===== config.mk =====
export PLATFORM = sky130hd
export DESIGN_NAME = mxbus_ctrl
export DESIGN_NICKNAME = d
export VERILOG_FILES = /design/src/rtl/mxbus_pkg.sv /design/src/rtl/mxbus_seq.sv /design/src/rtl/mxbus_lane.sv /design/src/rtl/mxbus_clkdiv.sv /design/src/rtl/mxbus_ctrl.sv
export SDC_FILE = /design/constraint.sdc
export NUM_CORES = 1
export LEC_CHECK = 0
export BUFFER_PORTS_ARGS = -buffer_cell sky130_fd_sc_hd__buf_2
export CAP_MARGIN = 20
export CORE_ASPECT_RATIO = 1.25
export CORE_MARGIN = 5
export CORE_UTILIZATION = 45
export CTS_CLUSTER_SIZE = 20
export DETAILED_ROUTE_END_ITERATION = 7
export PLACE_DENSITY_LB_ADDON = 0.15
export SYNTH_ARGS = -nofsm -noshare
export SYNTH_HDL_FRONTEND = slang
export SYNTH_SLANG_ARGS = --single-unit

===== constraint.sdc =====
create_clock -name clk -period 1.65 [get_ports clk]
set_input_delay 0.33 -clock clk [delete_from_list [all_inputs] [get_ports clk]]
set_output_delay 0.33 -clock clk [all_outputs]
set_load 0.01 [all_outputs]

===== src/rtl/mxbus_pkg.sv =====
package mxbus_pkg;
  typedef enum logic [2:0] {
    PH_IDLE,
    PH_ALE_HI,
    PH_ALE_LO,
    PH_STB,
    PH_REC
  } phase_t;
endpackage


===== src/rtl/mxbus_seq.sv =====
module mxbus_seq import mxbus_pkg::*; #(
  parameter int ALE_CYC = 2,
  parameter int STB_CYC = 4
) (
  input  logic   clk,
  input  logic   rst,
  input  logic   req,
  input  logic   wait_mode,
  input  logic   wait_n,
  output phase_t phase_q,
  output phase_t phase_d,
  output logic   accept
);
  localparam int MAXC = (ALE_CYC > STB_CYC) ? ALE_CYC : STB_CYC;
  localparam int CW   = $clog2(MAXC + 1);

  logic [CW-1:0] cnt_q, cnt_d;

  always_comb begin
    phase_d = phase_q;
    cnt_d   = cnt_q;
    accept  = 1'b0;
    case (phase_q)
      PH_IDLE: if (req) begin
        accept  = 1'b1;
        phase_d = PH_ALE_HI;
        cnt_d   = '0;
      end
      PH_ALE_HI: if (cnt_q == CW'(ALE_CYC - 1)) begin
        phase_d = PH_ALE_LO;
        cnt_d   = '0;
      end else begin
        cnt_d = cnt_q + 1'b1;
      end
      PH_ALE_LO: begin
        phase_d = PH_STB;
        cnt_d   = '0;
      end
      PH_STB: if (cnt_q != CW'(STB_CYC - 1)) begin
        cnt_d = cnt_q + 1'b1;
      end else if (!(wait_mode && !wait_n)) begin
        phase_d = PH_REC;
      end
      PH_REC: phase_d = PH_IDLE;
      default: phase_d = PH_IDLE;
    endcase
  end

  always_ff @(posedge clk) begin
    if (rst) begin
      phase_q <= PH_IDLE;
      cnt_q   <= '0;
    end else begin
      phase_q <= phase_d;
      cnt_q   <= cnt_d;
    end
  end

  // strobe phase is entered only from the address-hold cycle
  a_r2_strobe_after_hold: assert property (@(posedge clk) disable iff (rst)
    (phase_q == PH_STB && $past(phase_q) != PH_STB) |-> $past(phase_q) == PH_ALE_LO);

  // a strobe cycle beyond the base width needs a low wait sample in wait mode
  a_r11_extend_only_on_wait: assert property (@(posedge clk) disable iff (rst)
    (phase_q == PH_STB && $past(phase_q) == PH_STB && $past(cnt_q) == CW'(STB_CYC - 1))
      |-> $past(wait_mode && !wait_n));
endmodule


===== src/rtl/mxbus_lane.sv =====
module mxbus_lane import mxbus_pkg::*; #(
  parameter int ADDR_W = 24,
  parameter int DATA_W = 16
) (
  input  logic                     clk,
  input  logic                     rst,
  input  phase_t                   phase_q,
  input  phase_t                   phase_d,
  input  logic                     accept,
  input  logic                     we,
  input  logic                     word,
  input  logic [ADDR_W-1:0]        addr,
  input  logic [DATA_W-1:0]        wdata,
  input  logic                     ale_en,
  input  logic [DATA_W-1:0]        ad_in,
  output logic [DATA_W-1:0]        ad_out,
  output logic                     ad_oe,
  output logic [ADDR_W-DATA_W-1:0] addr_hi,
  output logic                     ale,
  output logic                     rd_n,
  output logic                     wr_n,
  output logic                     hwr_n,
  output logic                     ready,
  output logic [DATA_W-1:0]        rdata
);
  localparam int LANE_W = DATA_W / 2;

  logic              we_q, word_q;
  logic [ADDR_W-1:0] addr_q;
  logic [DATA_W-1:0] wdata_q;
  logic              we_n, word_n;
  logic [ADDR_W-1:0] addr_n;
  logic [DATA_W-1:0] wdata_n, wlane;

  logic [DATA_W-1:0] ad_d;
  logic ad_oe_d, ale_d, rd_n_d, wr_n_d, hwr_n_d, stb_d, addr_ph;

  assign we_n    = accept ? we    : we_q;
  assign word_n  = accept ? word  : word_q;
  assign addr_n  = accept ? addr  : addr_q;
  assign wdata_n = accept ? wdata : wdata_q;
  assign wlane   = word_n ? wdata_n : {wdata_n[LANE_W-1:0], wdata_n[LANE_W-1:0]};

  always_comb begin
    addr_ph = (phase_d == PH_ALE_HI) || (phase_d == PH_ALE_LO);
    stb_d   = (phase_d == PH_STB);
    ale_d   = ale_en && (phase_d == PH_ALE_HI);
    rd_n_d  = !(stb_d && !we_n);
    wr_n_d  = !(stb_d && we_n && (word_n || !addr_n[0]));
    hwr_n_d = !(stb_d && we_n && (word_n ||  addr_n[0]));
    if (addr_ph) begin
      ad_d    = addr_n[DATA_W-1:0];
      ad_oe_d = 1'b1;
    end else if ((stb_d || phase_d == PH_REC) && we_n) begin
      ad_d    = wlane;
      ad_oe_d = 1'b1;
    end else begin
      ad_d    = '0;
      ad_oe_d = 1'b0;
    end
  end

  always_ff @(posedge clk) begin
    if (rst) begin
      we_q    <= 1'b0;
      word_q  <= 1'b0;
      addr_q  <= '0;
      wdata_q <= '0;
      ad_out  <= '0;
      ad_oe   <= 1'b0;
      addr_hi <= '0;
      ale     <= 1'b0;
      rd_n    <= 1'b1;
      wr_n    <= 1'b1;
      hwr_n   <= 1'b1;
      ready   <= 1'b0;
      rdata   <= '0;
    end else begin
      we_q    <= we_n;
      word_q  <= word_n;
      addr_q  <= addr_n;
      wdata_q <= wdata_n;
      ad_out  <= ad_d;
      ad_oe   <= ad_oe_d;
      addr_hi <= addr_n[ADDR_W-1:DATA_W];
      ale     <= ale_d;
      rd_n    <= rd_n_d;
      wr_n    <= wr_n_d;
      hwr_n   <= hwr_n_d;
      ready   <= (phase_d == PH_REC);
      if (phase_q == PH_STB && phase_d == PH_REC && !we_q) begin
        if (word_q)
          rdata <= ad_in;
        else if (addr_q[0])
          rdata <= {{LANE_W{1'b0}}, ad_in[DATA_W-1:LANE_W]};
        else
          rdata <= {{LANE_W{1'b0}}, ad_in[LANE_W-1:0]};
      end
    end
  end

  // drivers stay off while the read strobe is low
  a_r6_oe_off_in_read: assert property (@(posedge clk) disable iff (rst)
    !rd_n |-> !ad_oe);
  // drivers still off in the cycle after the read strobe rises
  a_r6_oe_off_after_read: assert property (@(posedge clk) disable iff (rst)
    $rose(rd_n) |-> !ad_oe);
  // both write strobes together only for a word access
  a_r5_dual_strobe_word: assert property (@(posedge clk) disable iff (rst)
    (!wr_n && !hwr_n) |-> word_q);
  // ready is a single-cycle pulse
  a_r10_ready_single: assert property (@(posedge clk) disable iff (rst)
    ready |=> !ready);
  // upper address constant while a strobe is low
  a_r7_addr_hi_stable: assert property (@(posedge clk) disable iff (rst)
    (!rd_n || !wr_n || !hwr_n) |-> $stable(addr_hi));
endmodule


===== src/rtl/mxbus_clkdiv.sv =====
module mxbus_clkdiv (
  input  logic clk,
  input  logic rst,
  input  logic en,
  output logic clk_out
);
  always_ff @(posedge clk) begin
    if (rst || !en) clk_out <= 1'b0;
    else            clk_out <= ~clk_out;
  end

  // output held low while disabled
  a_r8_low_when_off: assert property (@(posedge clk) disable iff (rst)
    !$past(en) |-> !clk_out);
endmodule


===== src/rtl/mxbus_ctrl.sv =====
module mxbus_ctrl import mxbus_pkg::*; #(
  parameter int ADDR_W  = 24,
  parameter int DATA_W  = 16,
  parameter int ALE_CYC = 2,
  parameter int STB_CYC = 4
) (
  input  logic                     clk,
  input  logic                     rst,
  input  logic                     req,
  input  logic                     we,
  input  logic                     word,
  input  logic [ADDR_W-1:0]        addr,
  input  logic [DATA_W-1:0]        wdata,
  output logic                     ready,
  output logic [DATA_W-1:0]        rdata,
  input  logic                     wait_mode,
  input  logic                     ale_en,
  input  logic                     clkout_en,
  output logic [DATA_W-1:0]        ad_out,
  output logic                     ad_oe,
  input  logic [DATA_W-1:0]        ad_in,
  output logic [ADDR_W-DATA_W-1:0] addr_hi,
  output logic                     ale,
  output logic                     rd_n,
  output logic                     wr_n,
  output logic                     hwr_n,
  input  logic                     wait_n,
  output logic                     clk_out
);
  phase_t phase_q, phase_d;
  logic   accept;

  mxbus_seq #(.ALE_CYC(ALE_CYC), .STB_CYC(STB_CYC)) u_seq (
    .clk(clk), .rst(rst), .req(req), .wait_mode(wait_mode), .wait_n(wait_n),
    .phase_q(phase_q), .phase_d(phase_d), .accept(accept)
  );

  mxbus_lane #(.ADDR_W(ADDR_W), .DATA_W(DATA_W)) u_lane (
    .clk(clk), .rst(rst), .phase_q(phase_q), .phase_d(phase_d), .accept(accept),
    .we(we), .word(word), .addr(addr), .wdata(wdata), .ale_en(ale_en),
    .ad_in(ad_in), .ad_out(ad_out), .ad_oe(ad_oe), .addr_hi(addr_hi),
    .ale(ale), .rd_n(rd_n), .wr_n(wr_n), .hwr_n(hwr_n),
    .ready(ready), .rdata(rdata)
  );

  mxbus_clkdiv u_clkdiv (
    .clk(clk), .rst(rst), .en(clkout_en), .clk_out(clk_out)
  );

  // at most one kind of strobe per access (read never overlaps writes)
  a_r3_no_mixed_strobe: assert property (@(posedge clk) disable iff (rst)
    !rd_n |-> (wr_n && hwr_n));
  // latch pulse only while the address is driven
  a_r1_ale_with_addr: assert property (@(posedge clk) disable iff (rst)
    ale |-> ad_oe);
endmodule


==> results.json, run 1 <==
{
  "fin_nets": 555,
  "relSlewSlack": 0.627,
  "fin_skew_ns": 0.00919,
  "status": "complete, but fails checks",
  "grt_max_degree": 42,
  "cts_tree": "done",
  "syn_avg_cell_area_sq_um": 9.16,
  "cts_sinks": 87,
  "worst_slack_ns": -0.0233,
  "use_met1": 0.214,
  "cts.reportedPaths.clkPinSlew_ns": 0.09,
  "antenna_found_initial": 0,
  "hold_path.class": "in2reg",
  "hold_path_depth": 3,
  "grt_util_met2": 0.315,
  "async_flop_share": 0,
  "startpoint_type": "flop",
  "ys_ff_latch": 87,
  "grt_pass1_wl_microns": 13500,
  "worst-endpoint-required_ns": 1.89,
  "cp_slowest_stage_delay_ns": 0.36,
  "period_share": 1.01,
  "top_usage_layer": "met2",
  "drc": 0,
  "routed_wl_microns": 9080,
  "pre_cts_slack_ns": -0.0568,
  "dieArea_sq_um": 9450,
  "firstDrtPassIters": 4,
  "via_count": 3058,
  "dp_hpwl_microns": 6180,
  "initial_core_util": 0.462,
  "diodes": 0,
  "finalHoldViolCount": 0,
  "grt_usage": 0.179,
  "r2r_cells": 6,
  "io_pins": 112,
  "globalRouteOverflowTotal": 0,
  "cts_max_path_buffers": 2,
  "maxCapViolations": 0,
  "numCtsBuffers": 9,
  "worstPathCellList": "buf_4 > nor4b_4 > buf_6 > clkbuf_16 > mux2i_2 > o22ai_1",
  "postSynthCellCount": 373,
  "wl_per_cell_microns": 15.5,
  "grt_pass1_vias": 2860,
  "p_per_area_nw_per_um2": 979,
  "clock_latency_ns": 0.35,
  "dpl-instance-area_sq_um": 4120,
  "drive_gt1_frac": 0.384,
  "use_met3": 0.0345,
  "core_area_sq_um": 7400,
  "setup_viol": 2,
  "critPathCaptureType": "flop",
  "stdcell_area_sq_um": 4560,
  "ys_types": 40,
  "io_buffers": 111,
  "max_freq_mhz": 598,
  "die_w_microns": 87.9,
  "period_needed_ns": 1.67,
  "synth_warnings": 0,
  "worst-path-max-fanout": 10,
  "cpMaxStageDelayCell": "dfxtp_2",
  "drtIter0Drc": 166,
  "ys_dominant_reg_cell": "dfxtp_1",
  "htreeDepth": 3,
  "drt-vias-per-instance": 5.24,
  "rsz0062_at_grt": "yes",
  "yosysSeqAreaShare": 0.510,
  "violations": "setup timing",
  "synth-edff-count": 0,
  "p_leak_nw": 1.95,
  "root_buffer": "clkbuf_8",
  "place_congestion": 0.750,
  "synth_fp_nets": 441,
  "syn_area_sq_um": 3420,
  "antenna_left": 0,
  "worst_pin_slew_ns": 0.560,
  "dieHeight_microns": 107,
  "area_growth_pct": 33.4,
  "arrival_ns": 1.91,
  "slew_viol_final": 0,
  "irDropWorstVdd_mv": 0.547,
  "path_class": "reg2reg",
  "std_cell_rows": 35
}
Yosys cell counts (all sizes together) (8+ instances only):
| cell | number | area share |
|---|---|---|
| a21oi | 36 | 0.053 |
| a211oi | 8 | 0.018 |
| o31ai | 8 | 0.018 |
| clkbuf | 23 | 0.025 |
| o22ai | 8 | 0.015 |
| nand2 | 70 | 0.077 |
| nor2 | 19 | 0.021 |
| buf | 16 | 0.031 |
| mux2i | 33 | 0.097 |
| or4 | 9 | 0.020 |
| o21ai | 10 | 0.015 |
| dfxtp | 87 | 0.51 |
| a31oi | 9 | 0.016 |
per-stage QoR:
step                      setup TNS, ns  power (mW)  utilization  instances  hold WS, ns
final                           -0.0265        4.46        0.616        584        0.202
after global routing             -0.423        4.66        0.616        584        0.198
after CTS                             0        4.40        0.587        579        0.191
after detailed placement         -0.554        2.89        0.557        563        0.418
after global placement                0        2.87        0.557        563        0.400
after floorplan                  -0.365        2.67            -        373        0.436
state kept, by name, indices dropped and copies added (netlist names), 3 cells and up:
register and flops:
u_lane.ad_out 16, u_lane.wdata_q 16, u_seq.cnt_q 3, u_lane.addr_q 24
u_lane.rdata 16, u_seq.phase_q 3
worst paths after layout:
kind	from	to	slack, ns
setup / recovery	u_seq.phase_q[1]	u_lane.ad_out[10]	-0.02
hold / removal	wdata[2]	u_lane.wdata_q[2]	0.20
setup reg to reg	u_seq.phase_q[1]	u_lane.ad_out[10]	-0.02
hold reg to reg	u_clkdiv.clk_out	u_clkdiv.clk_out	0.43
where the power goes:
group	switching [mW]	internal [mW]	leakage [nW]
clock	0.802	0.718	0.102
sequential	0.0614	2.21	0.712
combinational	0.343	0.327	1.13
cell families after synthesis:
| group | after synthesis | synth area share |
|---|---|---|
| compound gates | 84 | 0.146 |
| fa+ha+maj | 3 | 0.0110 |
| buf+inv | 41 | 0.0586 |
| flops | 87 | 0.510 |
| mux | 33 | 0.0967 |
| simple gates | 125 | 0.178 |
what timing repair did:
| item | CTS | global route |
|---|---|---|
| gates cloned | 0 | 4 |
| pin swaps | 0 | 1 |
| hold buffers | 0 | 0 |
| buffers inserted | 0 | 1 |
| gates resized for setup | 5 | 31 |
| endpoints found under the setup margin | 17 | 50 |
layout make-up:
cell class | instances | area, sq um
clock buffers | 9 | 124
fillers | 642 | 2840
flip-flops and latches | 87 | 1750
inverters | 2 | 7.51
multi-input cells | 246 | 1640
clock inverters | 7 | 80.1
well taps | 92 | 115
repair buffers | 141 | 846
layout by cell type, fill, tap and decap left out, drive strengths merged, types with 4 or more instances in the layout:
cell type and instances:
nand2b 4, inv 4, a211oi 8, nand2 70, o31ai 8, nor2 19, buf 139, nor3b 4
o22ai 8, or4 9, a31oi 9, a21oi 36, clkbuf 11, dfxtp 87, mux2i 33, o21ai 10
critical path: cells and delay by family (launching register included):
| family | cells | cell delay, ns |
|---|---|---|
| buffers and inverters | 3 | 0.54 |
| DFF | 1 | 0.36 |
| and+or+nand+nor | 1 | 0.29 |
| muxes | 1 | 0.26 |
| AOI/OAI and AO/OA | 1 | 0.11 |
metal layers:
layer  share of wire  wire length [microns]  vias up
li1                -                      -     1528
met1            0.40                   3600     1419
met2            0.52                   4750      103
met3           0.069                    624        8
met4           0.012                    106        0
met5               0                      0        -
No activity file was read; power rests on OpenSTA's default activity.
==> inputs of run 2 (changes only) <==
--- a/config.mk
+++ b/config.mk
@@ -13,6 +13,7 @@
 export CTS_CLUSTER_SIZE = 20
 export DETAILED_ROUTE_END_ITERATION = 7
 export PLACE_DENSITY_LB_ADDON = 0.15
+export SETUP_SLACK_MARGIN = 0.02
 export SYNTH_ARGS = -nofsm -noshare
 export SYNTH_HDL_FRONTEND = slang
 export SYNTH_SLANG_ARGS = --single-unit
==> constraint.sdc (replaced) <==
create_clock -name clk -period 2.1 [get_ports clk]
set_input_delay 0.42 -clock clk [delete_from_list [all_inputs] [get_ports clk]]
set_output_delay 0.42 -clock clk [all_outputs]
set_load 0.01 [all_outputs]
==> results.json, run 2 (same netlist as run 1, synthesis figures left out) <==
{
  "io_buffers": 111,
  "stdcell_area_sq_um": 4170,
  "cts_tree": "done",
  "dp_hpwl_microns": 6090,
  "core_area_sq_um": 7400,
  "drtIter0Drc": 91,
  "tns_ns": 0,
  "pwr-share-seq": 0.551,
  "finalHoldViolCount": 0,
  "dpl-instance-area_sq_um": 3980,
  "antenna_left": 0,
  "arrival_ns": 2.15,
  "startpoint_type": "flop",
  "worst-path-max-fanout": 17,
  "antenna_found_initial": 0,
  "whs_ns": 0.296,
  "cts_max_path_buffers": 2,
  "via_count": 2954,
  "wl_per_cell_microns": 15.2,
  "hold_path.class": "in2reg",
  "firstDrtPassIters": 4,
  "maxCapViolations": 0,
  "place_congestion": 0.808,
  "dieArea_sq_um": 9450,
  "power_switching_mw": 0.882,
  "crit_buf_inv": 0,
  "grt_pass1_vias": 2805,
  "period_share": 0.889,
  "period_needed_ns": 1.87,
  "cp_slowest_stage_delay_ns": 0.62,
  "critPathTopFamily": "simple AND/OR/NAND/NOR gates",
  "area_growth_pct": 21.9,
  "drt-vias-per-instance": 5.26,
  "max_freq_mhz": 536,
  "grt_max_degree": 50,
  "initial_core_util": 0.462,
  "layout_common_cells": "111 x buf_2, 87 x dfxtp_1, 69 x nand2_1, 36 x a21oi_1, 33 x mux2i_1",
  "worst_slack_ns": 0.233,
  "cts.reportedPaths.clkPinSlew_ns": 0.09,
  "cts_sinks": 87,
  "numCtsBuffers": 9,
  "io_pins": 112,
  "largest_register_ffs": 24,
  "relSlewSlack": 0.626,
  "std_cell_rows": 35,
  "htreeDepth": 3,
  "grt_pass1_wl_microns": 13400,
  "grt_usage": 0.180,
  "p_leak_nw": 1.80,
  "globalRouteOverflowTotal": 0,
  "top_register": "u_lane.addr_q",
  "rsz0062_at_grt": "no",
  "diodes": 0,
  "root_buffer": "clkbuf_8",
  "cpMaxStageDelayCell": "or3b_1",
  "worst-endpoint-required_ns": 2.38,
  "dieHeight_microns": 107,
  "worst_pin_slew_ns": 0.562,
  "drive_gt1_frac": 0.304,
  "worstPathCellList": "or3b_1 > or4_1 > a21oi_1",
  "p_per_area_nw_per_um2": 776,
  "fin_nets": 533,
  "cts_setup_buffers": 0,
  "die_w_microns": 87.9,
  "status": "completed",
  "irDropWorstVdd_mv": 0.362,
  "path_class": "reg2reg",
  "fin_skew_ns": 0.0144,
  "setup_viol": 0,
  "layout_commonest_cell": "buf_2",
  "clock_latency_ns": 0.35,
  "pre_cts_slack_ns": 0.0945,
  "switching_share": 0.273,
  "drc": 0,
  "internal_power_mw": 2.35,
  "routed_wl_microns": 8530,
  "comb_power_share": 0.129,
  "critPathCaptureType": "flop",
  "slew_viol_final": 0,
  "clkPwrFrac": 0.320
}
==> run 2: cell count changes in the layout (fill, tap and decap cells not counted), moves of 4 or more <==
cell and delta:
buf_4 -15, dfxtp_2 -4, mux2i_1 +12, mux2i_2 -7, mux2i_4 -5, dfxtp_1 +4
==> run 2: final timing paths <==
check	start	to	slack (ns)	cells after the start
max	u_seq.phase_q[1]	u_lane.rdata[9]	0.23	3
min	addr[21]	u_lane.addr_q[21]	0.30	3
max reg2reg	u_seq.phase_q[1]	u_lane.rdata[9]	0.23	3
min reg2reg	u_clkdiv.clk_out	u_clkdiv.clk_out	0.42	1
==> run 2: routing by layer <==
metal	share of wire	routed length [microns]	up-vias	global-route usage
li1	-	-	1470	-
met3	0.071	609	11	0.0391
met1	0.41	3530	1369	0.226
met2	0.50	4260	104	0.302
met4	0.015	125	0	0.0614
met5	0	0	-	0
==> run 2: power by group through the flow <==
| stage | registers (mW) | logic (mW) | clock network, mW |
|---|---|---|---|
| after floorplan | 1.81 | 0.271 | 0 |
| after global placement | 1.82 | 0.415 | 0 |
| after detailed placement | 1.82 | 0.421 | 0 |
| after CTS | 1.78 | 0.422 | 1.06 |
| after global routing | 1.79 | 0.463 | 1.12 |
| final | 1.78 | 0.417 | 1.04 |
==> run 2: metrics by stage <==
stage	cells	total power, mW	util
4_1_cts	561	3.26	0.561
5_1_grt	562	3.38	0.563
6_report	562	3.23	0.563
3_3_place_gp	545	2.23	0.537
2_1_floorplan	373	2.09	-
3_5_place_dp	545	2.24	0.537
==> run 2: layout make-up <==
type | instances | area [sq um]
flip-flops and latches | 87 | 1740
clock buffers | 10 | 128
multi-input cells | 245 | 1490
clock inverters | 6 | 45.0
inverters | 2 | 7.51
well taps | 92 | 115
repair buffers | 120 | 636
fillers | 715 | 3240
==> run 2: worst reg2reg max path, cell delays in order, from the launching register on <==
cell and delay, ns:
dfxtp_1 0.48, or3b_1 0.62, or4_1 0.56, a21oi_1 0.16
==> run 2: repair_timing <==
action                                  in CTS  in global routing
hold buffers                                 0                  0
resized for setup                            0                  2
endpoints found under the setup margin       0                 16
